## config.mk

```make
export PLATFORM = sky130hd
export DESIGN_NAME = outcard_seq
export DESIGN_NICKNAME = d
export VERILOG_FILES = /design/src/rtl/outcard_pkg.sv /design/src/rtl/outcard_timer.sv /design/src/rtl/outcard_sync.sv /design/src/rtl/outcard_frame.sv /design/src/rtl/outcard_seq.sv
export SDC_FILE = /design/constraint.sdc
export NUM_CORES = 1
export LEC_CHECK = 0
export BUFFER_PORTS_ARGS = -buffer_cell sky130_fd_sc_hd__buf_2
export CELL_PAD_IN_SITES_DETAIL_PLACEMENT = 1
export CELL_PAD_IN_SITES_GLOBAL_PLACEMENT = 1
export CORE_ASPECT_RATIO = 0.7
export CORE_MARGIN = 5
export CORE_UTILIZATION = 40
export DETAILED_ROUTE_END_ITERATION = 8
export HOLD_SLACK_MARGIN = 0.08
export PLACE_DENSITY = 0.83
export SLEW_MARGIN = 20
export SYNTH_ARGS = -nofsm -noshare
export SYNTH_HDL_FRONTEND = slang
export SYNTH_SLANG_ARGS = --single-unit
export TNS_END_PERCENT = 100
```

## constraint.sdc

```tcl
create_clock -name clk -period 3 [get_ports clk]
set_clock_uncertainty 0.05 [all_clocks]
set_input_delay 0.45 -clock clk [delete_from_list [all_inputs] [get_ports clk]]
set_output_delay 0.45 -clock clk [all_outputs]
set_load 0.03 [all_outputs]
```

## src/rtl/outcard_pkg.sv

```systemverilog
package outcard_pkg;

    typedef enum logic [3:0] {
        ST_IDLE,
        ST_RST,
        ST_GAP,
        ST_LOAD,
        ST_LOW,
        ST_HIGH,
        ST_LATCH,
        ST_SETTLE
    } seq_state_e;

endpackage

```

## src/rtl/outcard_timer.sv

```systemverilog
module outcard_timer #(
    parameter int CW = 8
) (
    input  logic          clk,
    input  logic          rst_n,
    input  logic          load_i,
    input  logic [CW-1:0] val_i,
    output logic          expired_o
);
    logic [CW-1:0] cnt_d, cnt_q;

    always_comb begin
        if (load_i)
            cnt_d = val_i;
        else if (cnt_q != '0)
            cnt_d = cnt_q - 1'b1;
        else
            cnt_d = cnt_q;
    end

    always_ff @(posedge clk or negedge rst_n) begin
        if (!rst_n) cnt_q <= '0;
        else        cnt_q <= cnt_d;
    end

    assign expired_o = (cnt_q == '0);
endmodule

```

## src/rtl/outcard_sync.sv

```systemverilog
module outcard_sync #(
    parameter int STAGES    = 2,
    parameter bit RESET_VAL = 1'b1
) (
    input  logic clk,
    input  logic rst_n,
    input  logic d_i,
    output logic q_o
);
    logic [STAGES-1:0] sh_d, sh_q;

    always_comb sh_d = {sh_q[STAGES-2:0], d_i};

    always_ff @(posedge clk or negedge rst_n) begin
        if (!rst_n) sh_q <= {STAGES{RESET_VAL}};
        else        sh_q <= sh_d;
    end

    assign q_o = sh_q[STAGES-1];
endmodule

```

## src/rtl/outcard_frame.sv

```systemverilog
module outcard_frame #(
    parameter int NCH = 8,
    localparam int FW = 3 * NCH,
    localparam int SW = $clog2(NCH + 1)
) (
    input  logic [FW-1:0]  base_i,
    input  logic           diag_i,
    input  logic [SW-1:0]  step_i,
    input  logic [NCH-1:0] fmap_i,
    output logic [FW-1:0]  frame_o
);
    logic [2*NCH-1:0] red_bits;
    logic [NCH-1:0]   walk_out;

    for (genvar n = 0; n < NCH; n++) begin : g_ch
        assign red_bits[2*n]   = 1'b0;
        assign red_bits[2*n+1] = fmap_i[n];
        assign walk_out[n]     = (step_i == SW'(n));
    end

    always_comb begin
        if (!diag_i)
            frame_o = base_i;
        else if (step_i < SW'(NCH))
            frame_o = {walk_out, base_i[2*NCH-1:0] | red_bits};
        else
            frame_o = {base_i[FW-1:2*NCH], base_i[2*NCH-1:0] | red_bits};
    end
endmodule

```

## src/rtl/outcard_seq.sv

```systemverilog
module outcard_seq #(
    parameter int NCH         = 8,
    parameter int CLK_DIV     = 50,
    parameter int RST_CYC     = 100,
    parameter int SETTLE_CYC  = 200,
    parameter int SYNC_STAGES = 2
) (
    input  logic                 clk,
    input  logic                 rst_n,
    input  logic                 start_i,
    input  logic                 diag_i,
    input  logic [3*NCH-1:0]     word_i,
    input  logic                 fault_n_i,
    output logic                 busy_o,
    output logic                 done_o,
    output logic                 sclk_o,
    output logic                 mosi_o,
    output logic                 csn_o,
    output logic                 card_rst_o,
    output logic [NCH-1:0]       fault_map_o
);
    import outcard_pkg::*;

    localparam int FW     = 3 * NCH;
    localparam int SW     = $clog2(NCH + 1);
    localparam int BW     = $clog2(FW);
    localparam int MAX_AB = (CLK_DIV > RST_CYC) ? CLK_DIV : RST_CYC;
    localparam int MAXC   = (MAX_AB > SETTLE_CYC) ? MAX_AB : SETTLE_CYC;
    localparam int CW     = $clog2(MAXC + 1);
    localparam logic [CW-1:0] DIV_LD    = CW'(CLK_DIV - 1);
    localparam logic [CW-1:0] RST_LD    = CW'(RST_CYC - 1);
    localparam logic [CW-1:0] SETTLE_LD = CW'(SETTLE_CYC - 1);

    typedef struct packed {
        seq_state_e       st;
        logic             inited;
        logic             diag;
        logic [FW-1:0]    base;
        logic [FW-1:0]    shf;
        logic [SW-1:0]    step;
        logic [NCH-1:0]   fmap;
        logic [BW-1:0]    bitn;
        logic             sclk;
        logic             csn;
        logic             crst;
        logic             done;
    } seq_regs_t;

    localparam seq_regs_t REGS_RST = '{
        st: ST_IDLE, inited: 1'b0, diag: 1'b0, base: '0, shf: '0,
        step: '0, fmap: '0, bitn: '0, sclk: 1'b0, csn: 1'b1,
        crst: 1'b0, done: 1'b0
    };

    seq_regs_t     r_d, r_q;
    logic          tmr_load;
    logic [CW-1:0] tmr_val;
    logic          tmr_exp;
    logic          fault_s;
    logic [FW-1:0] frame_w;

    outcard_timer #(.CW(CW)) u_timer (
        .clk       (clk),
        .rst_n     (rst_n),
        .load_i    (tmr_load),
        .val_i     (tmr_val),
        .expired_o (tmr_exp)
    );

    outcard_sync #(.STAGES(SYNC_STAGES), .RESET_VAL(1'b1)) u_fault_sync (
        .clk   (clk),
        .rst_n (rst_n),
        .d_i   (fault_n_i),
        .q_o   (fault_s)
    );

    outcard_frame #(.NCH(NCH)) u_frame (
        .base_i  (r_q.base),
        .diag_i  (r_q.diag),
        .step_i  (r_q.step),
        .fmap_i  (r_q.fmap),
        .frame_o (frame_w)
    );

    always_comb begin
        r_d      = r_q;
        r_d.done = 1'b0;
        tmr_load = 1'b0;
        tmr_val  = '0;
        unique case (r_q.st)
            ST_IDLE: begin
                if (start_i) begin
                    r_d.base = word_i;
                    r_d.diag = diag_i;
                    r_d.step = '0;
                    r_d.fmap = '0;
                    if (!r_q.inited) begin
                        r_d.st   = ST_RST;
                        r_d.crst = 1'b1;
                        tmr_load = 1'b1;
                        tmr_val  = RST_LD;
                    end else begin
                        r_d.st = ST_LOAD;
                    end
                end
            end
            ST_RST: begin
                if (tmr_exp) begin
                    r_d.crst = 1'b0;
                    r_d.st   = ST_GAP;
                    tmr_load = 1'b1;
                    tmr_val  = DIV_LD;
                end
            end
            ST_GAP: begin
                if (tmr_exp) begin
                    r_d.inited = 1'b1;
                    r_d.st     = ST_LOAD;
                end
            end
            ST_LOAD: begin
                r_d.shf  = frame_w;
                r_d.bitn = '0;
                r_d.csn  = 1'b0;
                r_d.st   = ST_LOW;
                tmr_load = 1'b1;
                tmr_val  = DIV_LD;
            end
            ST_LOW: begin
                if (tmr_exp) begin
                    r_d.sclk = 1'b1;
                    r_d.st   = ST_HIGH;
                    tmr_load = 1'b1;
                    tmr_val  = DIV_LD;
                end
            end
            ST_HIGH: begin
                if (tmr_exp) begin
                    r_d.sclk = 1'b0;
                    r_d.shf  = {r_q.shf[FW-2:0], 1'b0};
                    tmr_load = 1'b1;
                    tmr_val  = DIV_LD;
                    if (r_q.bitn == BW'(FW - 1)) begin
                        r_d.csn = 1'b1;
                        r_d.st  = ST_LATCH;
                    end else begin
                        r_d.bitn = r_q.bitn + 1'b1;
                        r_d.st   = ST_LOW;
                    end
                end
            end
            ST_LATCH: begin
                if (tmr_exp) begin
                    if (r_q.diag && (r_q.step != SW'(NCH))) begin
                        r_d.st   = ST_SETTLE;
                        tmr_load = 1'b1;
                        tmr_val  = SETTLE_LD;
                    end else begin
                        r_d.st   = ST_IDLE;
                        r_d.done = 1'b1;
                    end
                end
            end
            ST_SETTLE: begin
                if (tmr_exp) begin
                    r_d.fmap = r_q.fmap |
                               ({{(NCH-1){1'b0}}, ~fault_s} << r_q.step);
                    r_d.step = r_q.step + 1'b1;
                    r_d.st   = ST_LOAD;
                end
            end
            default: r_d = REGS_RST;
        endcase
    end

    always_ff @(posedge clk or negedge rst_n) begin
        if (!rst_n) r_q <= REGS_RST;
        else        r_q <= r_d;
    end

    assign busy_o      = (r_q.st != ST_IDLE);
    assign done_o      = r_q.done;
    assign sclk_o      = r_q.sclk;
    assign csn_o       = r_q.csn;
    assign card_rst_o  = r_q.crst;
    assign mosi_o      = r_q.shf[FW-1] & ~r_q.csn;
    assign fault_map_o = r_q.fmap;
endmodule

```

==> impl_metrics.toml <==
[status]
status = "finished clean"

[clock_tree]
clock-sinks = 84
cts_resized = 0
postCtsHoldBufs = 0
cts.htree.levels = 3
cts_setup_buffers = 0
clock_latency_ps = 340
numCtsBuffers = 9
cts_tree = "yes"
cts-root-buf = "clkbuf_16"
cts.path.max_buffers = 2
cts.clk_slew.worst_paths_ps = 60

[critical_path]
cp_slowest_cell = "nor4_1"
path_buf_inv = 1
worstPathMaxFanout = 6
cp_slowest_stage_delay_ps = 670
endpoint_kind = "register"
crit_path_cell_trace = "inv_1 > ha_1 > or3b_2 > nor4_1 > o21ai_0 > a32o_1"
critical_path_required_ps = 3170
criticalPathCategory = "reg -> reg"
worstPathArrival_ps = 2780
start_kind = "register"
crit_family = "simple AND/OR/NAND/NOR gates"

[timing]
rsz0062_at_grt = "no"
setup_tns_ps = 0
max_freq_ghz = 0.3833
worstMarginPinSlew_ps = 759.2
final-max-slew-violation-count = 0
finalHoldViolCount = 0
relSlewSlack = 0.4892
post-route-min-period_ps = 2609
fin_crit_sh = 0.8696
setup_viol = 0

[place]
gp_congestion = 0.8734
dpl.cell_count = 574
numPortBuffers = 42
placed_area_sq_mm = 0.004488
dp_hpwl_um = 7777

[global_route]
grt.total_usage = 0.1889
grt_antenna_before_repair = 0
grt_max_degree = 51
grt_pass1_vias = 3527
overflow = 0
grt_first_pass_wirelength_um = 18740

[yosys]
synth_top_family_by_area = "simple AND/OR/NAND/NOR gates"
synthFlopType = "dfrtp_1"
synth_most_common_cell = "dfrtp_1"
synth_cells = 425
yosysWarnings = 0
synth_area_sq_mm = 0.004177
synth_compound_area_frac = 0.1597
yosys-top-cells-count = "dfrtp_1, nand2_1, nor2_1"
synth_area_leaders = "dfrtp_1, mux2_2, nand2_1"
synthXorXnorAreaFrac = 0.01258
ys_types = 54
yosysTopAreaCellShare = 0.4853
yosysTopAreaCell = "dfrtp_1"
synth_fp_nets = 461
synth_edf_count = 0
seq_area_frac_synth = 0.5042
ys_ff_latch = 84
postSynthAreaPerCell_sq_um = 9.827
muxShareOfSynthArea = 0.07010
synth_async_sr_flop_share = 1.000
synthSimpleGateAreaFrac = 0.1845
synthAdderAreaFrac = 0.02097

[route]
wl_met2_um = 5077
drt_wl_total_um = 11230
num_vias = 3315
ant_nets = 0
wl_met1_um = 5625
drt-pass1-iter-count = 4
drc_errors = 0
met3WireLength_um = 378
dr.max_layer_used = "met4"
drtIter0Drc = 233
wl_per_cell_um = 19.03
vias_per_cell = 5.619

[floorplanning]
floorplan.initialDensity = 0.4063
ios = 43
die_w_um = 132.1
coreArea_sq_mm = 0.01028
die_h_um = 95.49
num_rows = 31
die_area_sq_mm = 0.01262

[hold_path]
hp-class = "in -> async"

[pwr]
power_density_mw_per_mm2 = 973.4
p_leak_uw = 0.002264
ir_drop_uv = 564.6

[finish]
stdcell_count = 590
final_util = 0.4672
antenna_cells = 0
syn_to_final_growth_pct = 14.98
fin_area_sq_mm = 0.004802
drive_gt1_frac = 0.2205
fin_nets = 489

[run]
drv_cap = 0
final timing paths:
kind	start	to	slack [ps]	depth (start not counted)
max in group asynchronous	rst_n	r_q[37]$_DFFE_PN0P_	2080	2
worst max register to register	u_timer.cnt_q[0]$_DFFE_PN0P_	r_q[5]$_DFFE_PN0P_	390	6
min in group clk	fault_n_i	u_fault_sync.sh_q[0]$_DFF_PN1_	160	1
worst min register to register	u_fault_sync.sh_q[0]$_DFF_PN1_	u_fault_sync.sh_q[1]$_DFF_PN1_	310	0
worst min-delay path	rst_n	u_timer.cnt_q[6]$_DFFE_PN0P_	80	1
worst max-delay path	u_timer.cnt_q[0]$_DFFE_PN0P_	r_q[5]$_DFFE_PN0P_	390	6
logic make-up after synthesis:
family | Yosys count
AOI/OAI and AO/OA | 100
adders and majority gates | 7
xor gates and xnor gates | 6
muxes | 26
DFF | 84
and+or+nand+nor | 158
buffers and inverters | 44
worst register-to-register path, cell delays in order, from the launching register on:
cell and delay [ps]:
dfrtp_1 400, inv_1 120, ha_1 220, or3b_2 550, nor4_1 670, o21ai_0 230
a32o_1 260
per-layer routing:
metal  vias up  GRT usage
li1       1559          -
met1      1687     0.2634
met2        57     0.2937
met3        12    0.04694
met4         0    0.05479
met5         -          0
state kept, by name, indices dropped and copies added (netlist names):
register / flops
r_q: 62
fault_map_o: 8
u_timer.cnt_q: 8
u_fault_sync.sh_q: 2
card_rst_o: 1
csn_o: 1
done_o: 1
sclk_o: 1
per-stage QoR:
stage	setup slack [ps]	hold WS, ps	power (uW)
after floorplan	761.8	104.4	3033
after global routing	321.1	144.5	4981
after global placement	593.8	298.0	3359
after CTS	489.0	111.5	4695
final	391.1	84.46	4675
after detailed placement	580.3	299.3	3474
cells in the final DEF (no fill, tap or decap), drive strengths merged, types with 8 or more instances in the layout:
cell    instances
dfrtp          81
nor2           31
nand2          60
inv             9
a22oi           8
mux2           26
o21ai          25
nand3          15
a21oi          25
a211o          16
buf            52
clkbuf         14
final cells by class:
cell class              count  area (sq um)
clock buffers              14         254.0
clock inverters             2         60.06
fillers                  1144          5477
inverters                   9         33.78
multi-input cells         297          1871
flip-flops and latches     84          2106
well taps                 132         165.2
repair buffers             52         312.8
where the power goes:
part / leakage, uW / internal, uW / switching (uW)
logic: 0.00105 / 609 / 850
registers: 0.00106 / 1590 / 441
clock network: 0.000151 / 753 / 427
total: 0.00226 / 2960 / 1720
Note: power is estimated with default switching activity, not from simulation.
